===== config.mk =====
export PLATFORM = sky130hd
export DESIGN_NAME = twin_binary_counter
export DESIGN_NICKNAME = d
export VERILOG_FILES = /design/src/rtl/tcc_pkg.sv /design/src/rtl/tcc_sync.sv /design/src/rtl/tcc_edge_qual.sv /design/src/rtl/tcc_count_core.sv /design/src/rtl/tcc_channel.sv /design/src/rtl/twin_binary_counter.sv
export SDC_FILE = /design/constraint.sdc
export NUM_CORES = 1
export LEC_CHECK = 0
export BUFFER_PORTS_ARGS = -buffer_cell sky130_fd_sc_hd__buf_2
export CELL_PAD_IN_SITES_DETAIL_PLACEMENT = 1
export CELL_PAD_IN_SITES_GLOBAL_PLACEMENT = 1
export CORE_MARGIN = 3
export CORE_UTILIZATION = 41
export DETAILED_ROUTE_END_ITERATION = 7
export GPL_TIMING_DRIVEN = 1
export HOLD_SLACK_MARGIN = 0.02
export PLACE_DENSITY_LB_ADDON = 0.12
export RECOVER_POWER = 25
export SYNTH_ARGS = -nofsm -noshare
export SYNTH_HDL_FRONTEND = slang
export SYNTH_SLANG_ARGS = --single-unit

===== constraint.sdc =====
create_clock -name clk -period 1.1 [get_ports clk]
set_input_delay 0.165 -clock clk [delete_from_list [all_inputs] [get_ports clk]]
set_output_delay 0.165 -clock clk [all_outputs]
set_load 0.01 [all_outputs]

===== src/rtl/tcc_pkg.sv =====
package tcc_pkg;
  localparam int unsigned CNT_W_DEF  = 4;
  localparam int unsigned SYNC_N_DEF = 2;
  localparam int unsigned CHAN_N_DEF = 2;

  // qualified count events found in one synchronised sample
  typedef struct packed {
    logic up_hit;
    logic dn_hit;
  } tcc_evt_t;
endpackage


===== src/rtl/tcc_sync.sv =====
module tcc_sync #(
  parameter int unsigned STAGES = 2
) (
  input  logic clk,
  input  logic rst_n,
  input  logic d,
  output logic q
);
  logic [STAGES-1:0] sh_q;
  logic [STAGES-1:0] sh_d;

  always_comb begin
    sh_d = STAGES'({sh_q, d});
  end

  always_ff @(posedge clk or negedge rst_n) begin
    if (!rst_n) sh_q <= '0;
    else        sh_q <= sh_d;
  end

  assign q = sh_q[STAGES-1];
endmodule


===== src/rtl/tcc_edge_qual.sv =====
module tcc_edge_qual
  import tcc_pkg::*;
(
  input  logic     clk,
  input  logic     rst_n,
  input  logic     up_s,
  input  logic     dn_s,
  output tcc_evt_t evt
);
  logic up_prev_q, dn_prev_q;

  // each edge is gated by the current level of the opposite input
  always_comb begin
    evt.up_hit = up_s & ~up_prev_q & dn_s;
    evt.dn_hit = ~dn_s & dn_prev_q & ~up_s;
  end

  always_ff @(posedge clk or negedge rst_n) begin
    if (!rst_n) begin
      up_prev_q <= 1'b0;
      dn_prev_q <= 1'b0;
    end else begin
      up_prev_q <= up_s;
      dn_prev_q <= dn_s;
    end
  end
endmodule


===== src/rtl/tcc_count_core.sv =====
module tcc_count_core #(
  parameter int unsigned W = 4
) (
  input  logic         clk,
  input  logic         arst_n,
  input  logic         step,
  output logic [W-1:0] cnt_o,
  output logic         wrap_o
);
  localparam logic [W-1:0] CNT_TOP = '1;

  logic [W-1:0] cnt_q, cnt_d;
  logic         wrap_q, wrap_d;

  always_comb begin
    cnt_d  = cnt_q + 1'b1;
    wrap_d = step && (cnt_q == CNT_TOP);
  end

  always_ff @(posedge clk or negedge arst_n) begin
    if (!arst_n)   cnt_q <= '0;
    else if (step) cnt_q <= cnt_d;
  end

  always_ff @(posedge clk or negedge arst_n) begin
    if (!arst_n) wrap_q <= 1'b0;
    else         wrap_q <= wrap_d;
  end

  assign cnt_o  = cnt_q;
  assign wrap_o = wrap_q;

  assert_wrap_single_R6: assert property (@(posedge clk) disable iff (!arst_n)
    wrap_q |=> !wrap_q);
  assert_wrap_at_zero_R6: assert property (@(posedge clk) disable iff (!arst_n)
    wrap_q |-> (cnt_q == '0));
  assert_step_by_one_R2: assert property (@(posedge clk) disable iff (!arst_n)
    ($past(arst_n) && cnt_q != $past(cnt_q)) |-> (cnt_q == W'($past(cnt_q) + 1'b1)));
endmodule


===== src/rtl/tcc_channel.sv =====
module tcc_channel
  import tcc_pkg::*;
#(
  parameter int unsigned W      = CNT_W_DEF,
  parameter int unsigned SYNC_N = SYNC_N_DEF
) (
  input  logic         clk,
  input  logic         rst_n,
  input  logic         clr,
  input  logic         up_raw,
  input  logic         dn_raw,
  output logic [W-1:0] cnt_o,
  output logic         wrap_o
);
  localparam int unsigned IN_N = 2;

  logic [IN_N-1:0] raw_v, syn_v;
  tcc_evt_t        evt;
  logic            step;
  logic            core_rst_n;

  assign raw_v = {dn_raw, up_raw};

  for (genvar g = 0; g < IN_N; g++) begin : g_in_sync
    tcc_sync #(.STAGES(SYNC_N)) u_sync (
      .clk  (clk),
      .rst_n(rst_n),
      .d    (raw_v[g]),
      .q    (syn_v[g])
    );
  end

  tcc_edge_qual u_edge (
    .clk  (clk),
    .rst_n(rst_n),
    .up_s (syn_v[0]),
    .dn_s (syn_v[1]),
    .evt  (evt)
  );

  always_comb begin
    step       = evt.up_hit | evt.dn_hit;
    core_rst_n = rst_n & ~clr;
  end

  tcc_count_core #(.W(W)) u_core (
    .clk   (clk),
    .arst_n(core_rst_n),
    .step  (step),
    .cnt_o (cnt_o),
    .wrap_o(wrap_o)
  );

  assert_clear_holds_zero_R7: assert property (@(posedge clk) disable iff (!rst_n)
    clr |-> (cnt_o == '0 && !wrap_o));
  assert_step_advances_R2: assert property (@(posedge clk) disable iff (!rst_n)
    (step && !clr) |=> (clr || cnt_o == W'($past(cnt_o) + 1'b1)));
  assert_idle_holds_R3: assert property (@(posedge clk) disable iff (!rst_n)
    (!step && !clr) |=> (clr || $stable(cnt_o)));
endmodule


===== src/rtl/twin_binary_counter.sv =====
module twin_binary_counter
  import tcc_pkg::*;
#(
  parameter int unsigned CNT_W  = CNT_W_DEF,
  parameter int unsigned SYNC_N = SYNC_N_DEF,
  parameter int unsigned CHAN_N = CHAN_N_DEF
) (
  input  logic                    clk,
  input  logic                    rst_n,
  input  logic [CHAN_N-1:0]       clr_i,
  input  logic [CHAN_N-1:0]       up_i,
  input  logic [CHAN_N-1:0]       dn_i,
  output logic [CHAN_N*CNT_W-1:0] cnt_o,
  output logic [CHAN_N-1:0]       wrap_o
);
  logic rst_n_s;

  // reset asserts at once and releases after SYNC_N clock edges
  tcc_sync #(.STAGES(SYNC_N)) u_rst_sync (
    .clk  (clk),
    .rst_n(rst_n),
    .d    (1'b1),
    .q    (rst_n_s)
  );

  for (genvar c = 0; c < CHAN_N; c++) begin : g_chan
    tcc_channel #(.W(CNT_W), .SYNC_N(SYNC_N)) u_chan (
      .clk   (clk),
      .rst_n (rst_n_s),
      .clr   (clr_i[c]),
      .up_raw(up_i[c]),
      .dn_raw(dn_i[c]),
      .cnt_o (cnt_o[c*CNT_W +: CNT_W]),
      .wrap_o(wrap_o[c])
    );
  end

  assert_reset_clears_R1: assert property (@(posedge clk)
    !rst_n_s |-> (cnt_o == '0 && wrap_o == '0));
endmodule


## Word level (Yosys, flattened, before mapping)

Index checks and enable logic that the tools add are counted.

- Reductions and logical operators: 2
- Eq/ne operators: 2
- Bitwise gates (word level): 20
- $add $sub $neg: 2

Operators with widths:

| kind | count |
|---|---|
| AND 1 bit | 10 |
| adder 4 x 1 -> 4 bit (second input constant) | 2 |
| == test 4 bit (second input constant) | 2 |
| inverter 1 bit | 8 |
| logical AND 1 bit | 2 |
| bitwise OR 1 bit | 2 |

- Output and inout port bits: 10
- Bits in registers: 24
- Word-level logic and storage cells: 39
- Input port bits: 8

## Longest topological paths before layout

Gate-level depths: netlist (run 1).

- Word-level depth: 5
- Depth in mapped cells: 3
- Depth with buffers taken out: 3

## Hierarchy

Synthesis (run 1) repeated with hierarchy kept, for this count alone.

- Cells, all modules: 51
- Area total of the unflattened synthesis: 807.0 um^2

Modules (own cells, without submodules):

| module | times used | cells an instance | area each (um^2) | seq. area each (um^2) |
|---|---|---|---|---|
| tcc_count_core | 2 | 14 | 192.7 | 125.1 |
| tcc_sync | 5 | 2 | 50.0 | 50.0 |
| tcc_edge_qual | 2 | 4 | 71.3 | 50.0 |
| tcc_channel | 2 | 2 | 12.5 | 0.0 |
| twin_binary_counter | 1 | 1 | 3.8 | 0.0 |

## Worst setup path before layout (run 1)

No wires, ideal clock.

- Path type: register to register
- From: register g_chan[1].u_chan.g_in_sync[0].u_sync.sh_q[1]
- To: register g_chan[1].u_chan.u_core.cnt_q[1]
- Arrival: 1.195 ns
- Data required time: 0.973 ns
- Buffers on the path: 0
- Stages on the path, launching flop included: 4
- Setup time: 0.127 ns
- Clock period less this slack: 1.322 ns
- Path slack: -0.222 ns
- Cells stage by stage: dfrtp_1 -> or3b_4 -> nand2_1 -> mux2_1

- Cells in the longest elaborated chain, start to end: 3
- Elaborated cells between the ends (all ways): 5
- Classes of those cells: bitwise: 5

Ends and longest elaborated chain:

| what | line | source |
|---|---|---|
| start: declaration | tcc_sync.sv:9 | `logic [STAGES-1:0] sh_q;` |
| start signal: assignment | tcc_sync.sv:17 | `if (!rst_n) sh_q <= '0;` |
| start signal: assignment | tcc_sync.sv:18 | `else sh_q <= sh_d;` |
| AND 1 bit or inverter 1 bit (tied branches) | tcc_edge_qual.sv:14, tcc_edge_qual.sv:15 |  |
| AND 1 bit (on tied branches) | tcc_edge_qual.sv:14, tcc_edge_qual.sv:15 |  |
| bitwise OR 1 bit * | tcc_channel.sv:42 | `step = evt.up_hit \| evt.dn_hit;` |
| end signal: assignment | tcc_count_core.sv:22 | `else if (step) cnt_q <= cnt_d;` |
| end: declaration | tcc_count_core.sv:12 | `logic [W-1:0] cnt_q, cnt_d;` |

Mark *: on every way between the ends. The rest lies on a longest branch, timed or not.
A chain may end at the register's enable or synchronous reset.

## Worst setup path in the final report (run 1)

- From: register g_chan[1].u_chan.g_in_sync[1].u_sync.sh_q[1]
- To: register g_chan[1].u_chan.u_core.cnt_q[1]

- Cells in the longest elaborated chain, start to end: 4
- Elaborated cells between the ends (all ways): 5
- Classes of those cells: bitwise: 5

Ends and longest elaborated chain:

| what | line | source |
|---|---|---|
| start: declaration | tcc_sync.sv:9 |  |
| start signal: assignment | tcc_sync.sv:17 |  |
| start signal: assignment | tcc_sync.sv:18 |  |
| inverter 1 bit | tcc_edge_qual.sv:15 | `evt.dn_hit = ~dn_s & dn_prev_q & ~up_s;` |
| AND 1 bit (2 in a row) | tcc_edge_qual.sv:15 |  |
| bitwise OR 1 bit * | tcc_channel.sv:42 |  |

Marks and branches as above.

==> results of run 1 <==
==> critical path, cell delays in order, from the launching register on <==
cell	delay (ps)
sky130_fd_sc_hd__dfrtp_1	410
sky130_fd_sc_hd__or3b_4	440
sky130_fd_sc_hd__nand2_4	80
sky130_fd_sc_hd__mux2_4	290
==> worst min path at each step <==
stage                     start                  to  slack [ps]  depth (start not counted)
after floorplan           rst_n  u_rst_sync.sh_q[0]        -130                          0
after global placement    rst_n  u_rst_sync.sh_q[0]         -50                          1
after detailed placement  rst_n  u_rst_sync.sh_q[0]         -40                          1
after CTS                 rst_n  u_rst_sync.sh_q[0]         140                          2
after global routing      rst_n  u_rst_sync.sh_q[1]         160                          2
final                     rst_n  u_rst_sync.sh_q[0]         170                          2
==> what timing repair did <==
item                       in CTS  in global routing
resized for setup              11                 13
pin swaps                       4                  6
setup buffers                   8                  3
hold endpoints to repair       16                  0
setup endpoints to repair      14                 16
hold buffers                    7                  0
==> metal layers <==
metal / global-route usage (%) / vias to the layer above / part of all wire (%)
met1: 20.84 / 296 / 40
met4: 8.072 / 0 / 2.6
met3: 2.915 / 6 / 2.1
met5: 0 / - / 0
li1: - / 268 / -
met2: 36.27 / 17 / 55
==> cell families (layout without fill, tap and decap cells) <==
| kind of cell | Yosys count | in the layout | synth area share, % |
|---|---|---|---|
| XOR/XNOR | 6 | 6 | 6.346 |
| multiplexers | 2 | 2 | 2.719 |
| flip-flops | 24 | 24 | 72.51 |
| AO/OA/AOI/OAI | 4 | 4 | 4.078 |
| other | 1 | 1 | 0.4527 |
| adder cells (fa/ha/maj) | 2 | 2 | 3.021 |
| buffers and inverters | 2 | 49 | 1.812 |
| AND/OR/NAND/NOR | 12 | 12 | 9.064 |
==> final cells by class <==
class,count,area share (%)
well taps,25,2.370
flip-flops and latches,24,45.59
multi-input cells,27,22.37
clock buffers,4,2.749
repair buffers,45,26.92
==> stage by stage <==
| stage | hold slack (ps) | utilization [%] | worst slack [ps] |
|---|---|---|---|
| 6_report | 165.6 | 72.51 | -225.0 |
| 3_5_place_dp | -42.00 | 56.15 | -199.8 |
| 3_3_place_gp | -47.11 | 56.15 | -169.5 |
| 4_1_cts | 139.4 | 68.11 | -197.3 |
| 5_1_grt | 155.0 | 72.51 | -255.8 |
| 2_1_floorplan | -130.6 | - | -182.6 |
==> synth_stat cells <==
cell / n / area (um^2)
sky130_fd_sc_hd__dfrtp_1: 24 / 600.6
sky130_fd_sc_hd__xnor2_1: 3 / 26.28
sky130_fd_sc_hd__xor2_1: 3 / 26.28
sky130_fd_sc_hd__buf_4: 2 / 15.01
sky130_fd_sc_hd__ha_1: 2 / 25.02
sky130_fd_sc_hd__nand3_1: 2 / 10.01
sky130_fd_sc_hd__nor2_1: 2 / 7.510
sky130_fd_sc_hd__nor2b_1: 2 / 12.51
sky130_fd_sc_hd__a21boi_2: 1 / 11.26
sky130_fd_sc_hd__a21oi_2: 1 / 8.760
sky130_fd_sc_hd__and3_1: 1 / 6.260
sky130_fd_sc_hd__and3b_1: 1 / 8.760
sky130_fd_sc_hd__conb_1: 1 / 3.750
sky130_fd_sc_hd__mux2_1: 1 / 11.26
sky130_fd_sc_hd__mux2_2: 1 / 11.26
sky130_fd_sc_hd__nand2_1: 1 / 3.750
sky130_fd_sc_hd__nand3b_1: 1 / 7.510
sky130_fd_sc_hd__nor3b_1: 1 / 7.510
sky130_fd_sc_hd__o2111ai_1: 1 / 8.760
sky130_fd_sc_hd__o21ai_0: 1 / 5.000
sky130_fd_sc_hd__or3b_4: 1 / 11.26
==> power by group through the flow <==
stage,registers [mW],logic (mW),clock network (mW)
detailed placement,1.22,0.752,0
finish,1.21,1.37,0.474
global route,1.23,1.46,0.522
global placement,1.21,0.734,0
floorplan,1.31,0.273,0
CTS,1.20,1.14,0.478
==> flip-flops by register name, summed over array words and instances, names as in the netlist <==
register                             flops
g_chan.u_chan.g_in_sync.u_sync.sh_q      8
g_chan.u_chan.u_core.cnt_o               8
g_chan.u_chan.u_core.wrap_o              2
g_chan.u_chan.u_edge.dn_prev_q           2
g_chan.u_chan.u_edge.up_prev_q           2
u_rst_sync.sh_q                          2
==> summary.txt, run 1 <==
Layout
  • Layout area overhead: 59.37%
  • FF/Latch Area: 601.8 um^2
  • Antenna cell count: 0
  • Final std cell area, no fill: ~1300 um^2
  • Layout Cells excl Fill: between 100 and 150
  • Most used cells in the layout excluding fill and tap cells: sky130_fd_sc_hd__dfrtp_1, sky130_fd_sc_hd__buf_4, sky130_fd_sc_hd__buf_2, sky130_fd_sc_hd__buf_6, sky130_fd_sc_hd__dlygate4sd3_1
  • Final net count: 111
  • Area of the multi-input gates: 295.3 um^2
  • Filler cell count in the final layout: 172
  • Fraction of layout instances using a drive strength above 1: between 50% and 60%
  • Most frequent standard cell in the layout excluding fill and tap cells: sky130_fd_sc_hd__dfrtp_1

Critical path
  • Cell count of the worst reg-to-reg path: 3
  • Startpoint kind of the worst setup timing path: flip-flop
  • CP Data Arrival Time: about 1600 ps
  • Biggest fanout along the worst timing path: 3
  • Register-to-register setup slack: -230 ps
  • CP Launch Point: g_chan[1].u_chan.g_in_sync[1].u_sync.sh_q[1]
  • R2R Path End: g_chan[1].u_chan.u_core.cnt_o[1]
  • Path type of the worst setup path: reg2reg
  • Critical path data required time: approximately 1300 ps
  • Critical path capture point type: flip-flop
  • Reg2Reg Launch Point: g_chan[1].u_chan.g_in_sync[1].u_sync.sh_q[1]
  • Critical path destination: g_chan[1].u_chan.u_core.cnt_o[1]

Timing
  • Number of pins with negative max-slew slack in the final report: 0
  • Slew at the pin with the worst max-slew slack: 644.8 ps
  • # setup viols final: 14
  • Headroom to the max-slew limit: 57.01%
  • Worst clock skew: 9.403 ps
  • Sum of negative setup slack: -1581 ps
  • Number of failing hold endpoints at the final stage: 0
  • Unrepaired setup endpoints after global routing: true
  • Min Clock Period, post-route: 1325 ps
  • Fraction of the cycle the final worst path needs: 120.5%
  • Post-route worst setup slack: -225.0 ps
  • Maximum operating frequency: 0.7547 GHz

CTS
  • H-Tree Depth: 1
  • TritonCTS clock tree: done
  • Reg clk slew, reported paths: ~140 ps
  • Clock root buffer: sky130_fd_sc_hd__clkbuf_4
  • Clock Tree Buf Depth: 2
  • Number of clock sinks: 24
  • Clock buffers created by TritonCTS: 3
  • Clock Latency Late Sink: about 320 ps

Placement
  • Final weighted congestion in routability-driven placement: 0.7013
  • Standard cell area after detailed placement: 1022 um^2
  • Sum of net half-perimeters after detailed placement: ~1000 um
  • Cell total after placement: between 100 and 150
  • Count of buffers from port buffering: 17

Floorplan
  • Die outline area: between 2000 and 3000 um^2
  • Starting utilization of the core area: 45.50%
  • Core Footprint: 1821 um^2
  • Ports placed on the boundary: 18
  • Overall die width: 50.95 um
  • Vert. Die Dim: 50.95 um
  • Row count: 15

Power and ir drop
  • Cell-internal power: 2.071 mW
  • Power share of the combinational group: between 40 and 50%
  • Overall power: 3.052 mW
  • Leakage power figure: approximately 0.64 nW
  • Switching Power: ~980 uW
  • Fraction of power consumed by sequential logic: roughly two fifths
  • Clock share of power: between 10% and 20%
  • Power density relative to cell area: between 2000 and 2500 nW/um^2
  • Net Sw Frac: 32.12%
  • Maximum VDD drop: between 1.5 and 2 mV

Route
  • Wire length per cell after detailed routing: 18.43 um
  • Via-per-instance ratio: roughly 4.7
  • Total Wirelength: 2304 um
  • Post-DRT Antenna Nets: 0
  • DRC violation count after routing: 0
  • Via count: around 590
  • DR pass1 iterations: 3
  • Number of DRC violations after detailed-routing iteration 0: 6

GRT
  • Pin count of the biggest net entering global routing: 14
  • Overflow left after global routing: 0
  • Number of antenna violations at the first check in global routing: 0
  • GRT Overall Usage: between 10% and 20%
  • Via count of the first global-routing pass: between 700 and 800
  • First-pass GRT wire length: ~3500 um

Outcome
  • Status: finished, violations left
  • Violations in the final reports: setup timing

Yosys
  • Number of distinct library cells after synthesis: 21
  • Number of warnings reported in the yosys synthesis log: 0
  • Share of the yosys chip area belonging to registers: 72.51%
  • Post-synthesis cell area: roughly 830 um^2
  • Number of register bits inferred by synthesis: 24
  • Synthesized netlist net count: 63
  • Mean post-synth cell area: about 16 um^2
  • Syn Inst Count: 53

Run
  • Max Cap Viol: 0

Min path
  • Class of the most critical hold timing path: in2async
(Power assumes the default switching activity.)
==> inputs of run 2 (changes only) <==
- PLACE_DENSITY_LB_ADDON: 0.12 -> 0.1
==> run 2 against run 1 <==
- the flow still finishes with violations (setup timing)
- critical path depth unchanged
- first-iteration DRC count down 33%
- clock skew down 3.1 ps
- largest power group is now registers
- cell count down 2.4%
- clock power down 4.6%
- worst setup slack better by 12 ps
- total power down 6.6%
- via count down 4.6%
- fmax up 0.88%
==> summary.txt, run 2 (synthesis gave the netlist of run 1 again) <==
Floorplan
  • Vert. Die Dim: 50.95 um (unchanged)
  • Overall die width: 50.95 um (unchanged)
  • Ports placed on the boundary: 18 (unchanged)
  • Row count: 15 (unchanged)
  • Core Footprint: 1821 um^2 (unchanged)
  • Die outline area: 2595 um^2 (unchanged)
  • Starting utilization of the core area: 45.50% (unchanged)

Critical path
  • Critical path capture point type: flip-flop
  • Cell count of the worst reg-to-reg path: 3 (unchanged)
  • Startpoint kind of the worst setup timing path: flip-flop
  • CP Data Arrival Time: 1520 ps (-30 ps)
  • R2R Path End: g_chan[1].u_chan.u_core.cnt_o[1]
  • Biggest fanout along the worst timing path: 3 (unchanged)
  • Path type of the worst setup path: reg2reg
  • Reg2Reg Launch Point: g_chan[1].u_chan.g_in_sync[1].u_sync.sh_q[1]
  • Critical path data required time: 1310 ps (about the same)
  • Register-to-register setup slack: -210 ps (about the same)

Timing
  • Post-route worst setup slack: -213.5 ps (+11.56 ps)
  • Unrepaired setup endpoints after global routing: true
  • Fraction of the cycle the final worst path needs: 119.4% (-1.1 points)
  • # setup viols final: 12 (-2)
  • Sum of negative setup slack: -1077 ps (+503.5 ps)
  • Number of failing hold endpoints at the final stage: 0 (unchanged)
  • Min Clock Period, post-route: 1313 ps (-11.56 ps)
  • Number of pins with negative max-slew slack in the final report: 0 (unchanged)
  • Maximum operating frequency: 0.7614 GHz (+0.88%)
  • Slew at the pin with the worst max-slew slack: 647.1 ps (+2.221 ps)
  • Worst clock skew: 6.321 ps (-3.083 ps)
  • Headroom to the max-slew limit: 56.86% (-0.15 points)

Min path
  • Class of the most critical hold timing path: in2async

Power and ir drop
  • Maximum VDD drop: 1.440 mV (-14%)
  • Fraction of power consumed by sequential logic: 42.0% (+2.3 points)
  • Leakage power figure: 0.6115 nW (-4.8%)
  • Switching Power: 855.4 uW (-13%)
  • Power share of the combinational group: 42.1% (-2.7 points)
  • Cell-internal power: 1.995 mW (-3.7%)
  • Power density relative to cell area: 2258 nW/um^2 (-2.3%)
  • Clock share of power: 15.9% (+0.4 points)
  • Net Sw Frac: 30.01% (-2.1 points)

Layout
  • Antenna cell count: 0 (unchanged)
  • Most frequent standard cell in the layout excluding fill and tap cells: sky130_fd_sc_hd__dfrtp_1
  • Filler cell count in the final layout: 187 (+8.7%)
  • Final net count: 108 (-2.7%)
  • Layout area overhead: 52.42%
  • Final std cell area, no fill: 1262 um^2 (-4.4%)
  • Most used cells in the layout excluding fill and tap cells: sky130_fd_sc_hd__dfrtp_1, sky130_fd_sc_hd__buf_2, sky130_fd_sc_hd__buf_4, sky130_fd_sc_hd__buf_6, sky130_fd_sc_hd__dlygate4sd3_1
  • Fraction of layout instances using a drive strength above 1: 50.52% (-4.5 points)

CTS
  • TritonCTS clock tree: done
  • Reg clk slew, reported paths: 130 ps (about the same)
  • Clock root buffer: sky130_fd_sc_hd__clkbuf_4
  • Number of clock sinks: 24 (unchanged)
  • Clock buffers created by TritonCTS: 3 (unchanged)
  • H-Tree Depth: 1 (unchanged)
  • Clock Latency Late Sink: 310 ps (about the same)
  • Clock Tree Buf Depth: 2 (unchanged)

Outcome
  • Violations in the final reports: setup timing
  • Status: finished, violations left

Route
  • Number of DRC violations after detailed-routing iteration 0: 4 (-2)
  • Total Wirelength: 1740 um (-24%)
  • Post-DRT Antenna Nets: 0 (unchanged)
  • DRC violation count after routing: 0 (unchanged)
  • DR pass1 iterations: 2 (-1)
  • Wire length per cell after detailed routing: 14.26 um (-23%)
  • Via count: 560 (-4.6%)
  • Via-per-instance ratio: 4.590 (-2.3%)

Placement
  • Standard cell area after detailed placement: 1022 um^2 (unchanged)
  • Count of buffers from port buffering: 17 (unchanged)
  • Final weighted congestion in routability-driven placement: 0.7117 (+1.5%)
  • Sum of net half-perimeters after detailed placement: 1060 um (+1.6%)

GRT
  • Number of antenna violations at the first check in global routing: 0 (unchanged)
  • First-pass GRT wire length: 3139 um (-11%)
  • Pin count of the biggest net entering global routing: 14 (unchanged)
  • Overflow left after global routing: 0 (unchanged)
  • GRT Overall Usage: 16.82% (-2.3 points)
  • Via count of the first global-routing pass: 654 (-6.8%)

Run
  • Max Cap Viol: 0 (unchanged)
[run 2: changes by cell type in the layout (fill, tap and decap cells not counted), sizes merged]
cell,before,now
buf,36,33
[run 2: final cells by class]
| type | instances | area (um^2) | area share, % |
|---|---|---|---|
| Sequential cell | 24 | 600.6 | 47.57 |
| Timing Repair Buffer | 42 | 329.1 | 26.07 |
| Multi-Input combinational cell | 27 | 265.3 | 21.01 |
| Clock buffer | 4 | 36.28 | 2.874 |
| Tap cell | 25 | 31.28 | 2.478 |
[run 2: repair_timing]
| item | in CTS | in global routing |
|---|---|---|
| endpoints found under the setup margin | 13 | 15 |
| pin swaps | 4 | 1 |
| gates resized for setup | 11 | 7 |
| gates cloned | 0 | 0 |
| hold buffers | 7 | 0 |
| buffers inserted | 6 | 2 |
| endpoints found under the hold margin | 16 | 0 |
[run 2: critical path, stage by stage (launching register included)]
cell and delay (ps):
sky130_fd_sc_hd__dfrtp_1 400, sky130_fd_sc_hd__or3b_4 440, sky130_fd_sc_hd__nand2_4 90, sky130_fd_sc_hd__mux2_4 290
[run 2: worst max-delay path by stage]
| stage | from | end | slack (ps) | cells after the start |
|---|---|---|---|---|
| 3_5_place_dp | g_chan[1].u_chan.g_in_sync[1].u_sync.sh_q[1] | g_chan[1].u_chan.u_core.cnt_o[1] | -200 | 3 |
| 3_3_place_gp | g_chan[1].u_chan.g_in_sync[1].u_sync.sh_q[1] | g_chan[1].u_chan.u_core.cnt_o[1] | -170 | 3 |
| 4_1_cts | g_chan[1].u_chan.g_in_sync[0].u_sync.sh_q[1] | g_chan[1].u_chan.u_core.cnt_o[1] | -200 | 3 |
| 5_1_grt | g_chan[1].u_chan.g_in_sync[1].u_sync.sh_q[1] | g_chan[1].u_chan.u_core.cnt_o[1] | -270 | 3 |
| 6_report | g_chan[1].u_chan.g_in_sync[1].u_sync.sh_q[1] | g_chan[1].u_chan.u_core.cnt_o[1] | -210 | 3 |
| 2_1_floorplan | g_chan[1].u_chan.g_in_sync[1].u_sync.sh_q[1] | g_chan[1].u_chan.u_core.cnt_o[1] | -180 | 3 |
[run 2: power groups by stage]
| stage | sequential, mW | combinational (mW) | clock [mW] |
|---|---|---|---|
| 3_3_place_gp | 1.21 | 0.737 | 0 |
| 4_1_cts | 1.20 | 1.09 | 0.469 |
| 2_1_floorplan | 1.31 | 0.273 | 0 |
| 5_1_grt | 1.23 | 1.30 | 0.507 |
| 6_report | 1.20 | 1.20 | 0.452 |
| 3_5_place_dp | 1.22 | 0.747 | 0 |
[run 2: per-stage QoR]
step                power, mW  worst slack [ps]  util [%]  instances  hold WS, ps
floorplan               1.584            -182.6         -         53       -130.6
global placement        1.947            -171.2     56.15        103       -46.85
detailed placement      1.968            -204.4     56.15        103       -46.74
CTS                     2.763            -202.6     67.42        120        143.7
global route            3.043            -272.4     69.35        122        151.0
finish                  2.850            -213.5     69.35        122        154.8
[run 2: layer usage]
| layer | GRT usage [%] | up-vias | share of wire (%) | wire [um] |
|---|---|---|---|---|
| met5 | 0 | - | 0 | 0 |
| met4 | 4.036 | 0 | 0.34 | 6 |
| met3 | 3.790 | 2 | 4.1 | 72 |
| met2 | 29.83 | 16 | 54 | 948 |
| met1 | 20.57 | 279 | 41 | 713 |
| li1 | - | 263 | - | - |
==> inputs of run 3 (changes only) <==
- BUFFER_PORTS_ARGS: -buffer_cell sky130_fd_sc_hd__buf_2 -> -buffer_cell sky130_fd_sc_hd__buf_4
==> run 3 against run 2 <==
- the run still ends with setup timing left
- critical path depth unchanged
- sequential share of layout area decreased by 2.5 points
- clock power decreased by 16%
- worst setup slack got worse by 85 ps
- critical path type unchanged
- critical endpoint is now g_chan[1].u_chan.u_core.cnt_o[2]
- largest power group is now combinational cells
==> summary.txt, run 3 (synthesis gave the netlist of run 1 again) <==
Critical path
  • Critical path capture point type: flip-flop
  • Register-to-register setup slack: -300 ps (-80 ps)
  • Cell count of the worst reg-to-reg path: 3 (unchanged)
  • CP Data Arrival Time: 1630 ps (+110 ps)
  • Biggest fanout along the worst timing path: 3 (unchanged)
  • Startpoint kind of the worst setup timing path: flip-flop
  • Path type of the worst setup path: reg2reg
  • Critical path data required time: 1340 ps (+30 ps)

Outcome
  • Violations in the final reports: setup timing
  • Status: finished, violations left

GRT
  • Number of antenna violations at the first check in global routing: 0 (unchanged)
  • Pin count of the biggest net entering global routing: 14 (unchanged)
  • GRT Overall Usage: 18.29% (+1.5 points)
  • First-pass GRT wire length: 3291 um (+4.8%)
  • Via count of the first global-routing pass: 680 (+4.0%)
  • Overflow left after global routing: 0 (unchanged)

Floorplan
  • Row count: 15 (unchanged)
  • Overall die width: 50.95 um (unchanged)
  • Starting utilization of the core area: 45.50% (unchanged)
  • Ports placed on the boundary: 18 (unchanged)
  • Vert. Die Dim: 50.95 um (unchanged)
  • Core Footprint: 1821 um^2 (unchanged)
  • Die outline area: 2595 um^2 (unchanged)

Power and ir drop
  • Power density relative to cell area: 2346 nW/um^2 (+3.9%)
  • Leakage power figure: 0.6489 nW (+6.1%)
  • Maximum VDD drop: 1.494 mV (+3.8%)

Timing
  • Min Clock Period, post-route: 1398 ps (+84.75 ps)
  • Unrepaired setup endpoints after global routing: true
  • Worst clock skew: 17.60 ps (+11.28 ps)
  • Fraction of the cycle the final worst path needs: 127.1% (+7.7 points)
  • # setup viols final: 14 (+2)
  • Maximum operating frequency: 0.7152 GHz (-6.1%)
  • Headroom to the max-slew limit: 55.52% (-1.3 points)
  • Post-route worst setup slack: -298.2 ps (-84.76 ps)
  • Slew at the pin with the worst max-slew slack: 667.2 ps (+20.12 ps)
  • Number of pins with negative max-slew slack in the final report: 0 (unchanged)
  • Number of failing hold endpoints at the final stage: 0 (unchanged)

CTS
  • Reg clk slew, reported paths: 130 ps (about the same)
  • Clock Tree Buf Depth: 2 (unchanged)
  • Clock Latency Late Sink: 320 ps (about the same)
  • Number of clock sinks: 24 (unchanged)
  • Clock root buffer: sky130_fd_sc_hd__clkbuf_4
  • H-Tree Depth: 1 (unchanged)
  • TritonCTS clock tree: done
  • Clock buffers created by TritonCTS: 3 (unchanged)

Layout
  • Final std cell area, no fill: 1335 um^2 (+5.7%)
  • Final net count: 114 (+5.6%)
  • Fraction of layout instances using a drive strength above 1: 54.90% (+4.4 points)
  • Most used cells in the layout excluding fill and tap cells: sky130_fd_sc_hd__buf_4, sky130_fd_sc_hd__dfrtp_1, sky130_fd_sc_hd__buf_6, sky130_fd_sc_hd__dlygate4sd3_1
  • Layout area overhead: 61.18%
  • Layout Cells excl Fill: 127 (+4.1%)
  • Most frequent standard cell in the layout excluding fill and tap cells: sky130_fd_sc_hd__buf_4
  • Antenna cell count: 0 (unchanged)

Route
  • Total Wirelength: 2656 um (+53%)
  • Wire length per cell after detailed routing: 20.91 um (+47%)
  • DRC violation count after routing: 0 (unchanged)
  • DR pass1 iterations: 4 (+2)
  • Via count: 623 (+11%)
  • Via-per-instance ratio: 4.906 (+6.9%)
  • Post-DRT Antenna Nets: 0 (unchanged)
  • Number of DRC violations after detailed-routing iteration 0: 11 (+7)

Min path
  • Class of the most critical hold timing path: in2async

Placement
  • Sum of net half-perimeters after detailed placement: 1148 um (+8.3%)
  • Standard cell area after detailed placement: 1065 um^2 (+4.2%)
  • Cell total after placement: 103 (unchanged)
  • Final weighted congestion in routability-driven placement: 0.7131 (+0.20%)
  • Count of buffers from port buffering: 17 (unchanged)

Run
  • Max Cap Viol: 0 (unchanged)
run 3: critical path, stage by stage, from the launching register on:
cell and delay, ps:
sky130_fd_sc_hd__dfrtp_1 430, sky130_fd_sc_hd__or3b_4 450, sky130_fd_sc_hd__a21boi_2 220, sky130_fd_sc_hd__xor2_1 220
run 3: report_power, final:
group | switching, mW | leakage [nW] | total (mW) | internal (mW)
sequential | 0.163 | 0.288 | 1.23 | 1.07
clock | 0.250 | 0.0138 | 0.378 | 0.128
combinational | 0.598 | 0.347 | 1.52 | 0.926
total | 1.01 | 0.649 | 3.13 | 2.12
run 3: worst paths after layout:
| path | from | end |
|---|---|---|
| worst max-delay path | g_chan[1].u_chan.g_in_sync[1].u_sync.sh_q[1] | g_chan[1].u_chan.u_core.cnt_o[2] |
| worst min-delay path | rst_n | u_rst_sync.sh_q[0] |
| worst max register to register | g_chan[1].u_chan.g_in_sync[1].u_sync.sh_q[1] | g_chan[1].u_chan.u_core.cnt_o[2] |
| worst min register to register | u_rst_sync.sh_q[1] | g_chan[0].u_chan.u_core.wrap_o |
| max in group asynchronous | u_rst_sync.sh_q[1] | g_chan[1].u_chan.u_core.cnt_o[0] |
| min in group clk | g_chan[1].u_chan.g_in_sync[0].u_sync.sh_q[0] | g_chan[1].u_chan.g_in_sync[0].u_sync.sh_q[1] |
run 3: repair_timing:
item | in CTS | in global routing
hold endpoints to repair | 16 | 0
hold buffers | 7 | 0
pin swaps | 3 | 4
buffers inserted | 6 | 8
gates resized for setup | 11 | 10
gates cloned | 0 | 0
setup endpoints to repair | 12 | 18
run 3: routing by layer:
layer	share of wire (%)	global-route usage [%]	wire, um	vias up
met4	1.8	6.726	47	0
met3	3.4	3.790	89	6
li1	-	-	-	275
met1	39	20.89	1035	323
met2	56	33.26	1483	19
met5	0	0	0	-
run 3: metrics by stage:
stage | total power [mW] | TNS (ps) | utilization (%) | worst slack (ps) | hold WS [ps]
6_report | 3.132 | -1686 | 73.33 | -298.2 | 194.1
4_1_cts | 2.752 | -1019 | 68.52 | -222.4 | 145.7
2_1_floorplan | 1.584 | -343.3 | - | -182.6 | -130.6
3_3_place_gp | 2.043 | -493.8 | 58.49 | -170.1 | -50.51
3_5_place_dp | 2.083 | -741.5 | 58.49 | -240.2 | -48.51
5_1_grt | 3.278 | -2719 | 73.33 | -336.6 | 215.2
run 3: final cells by class:
class / count / area (um^2)
Multi-Input combinational cell: 27 / 267.8
Timing Repair Buffer: 48 / 411.6
Clock buffer: 3 / 22.52
Fill cell: 162 / 485.5
Tap cell: 25 / 31.28
Sequential cell: 24 / 601.8
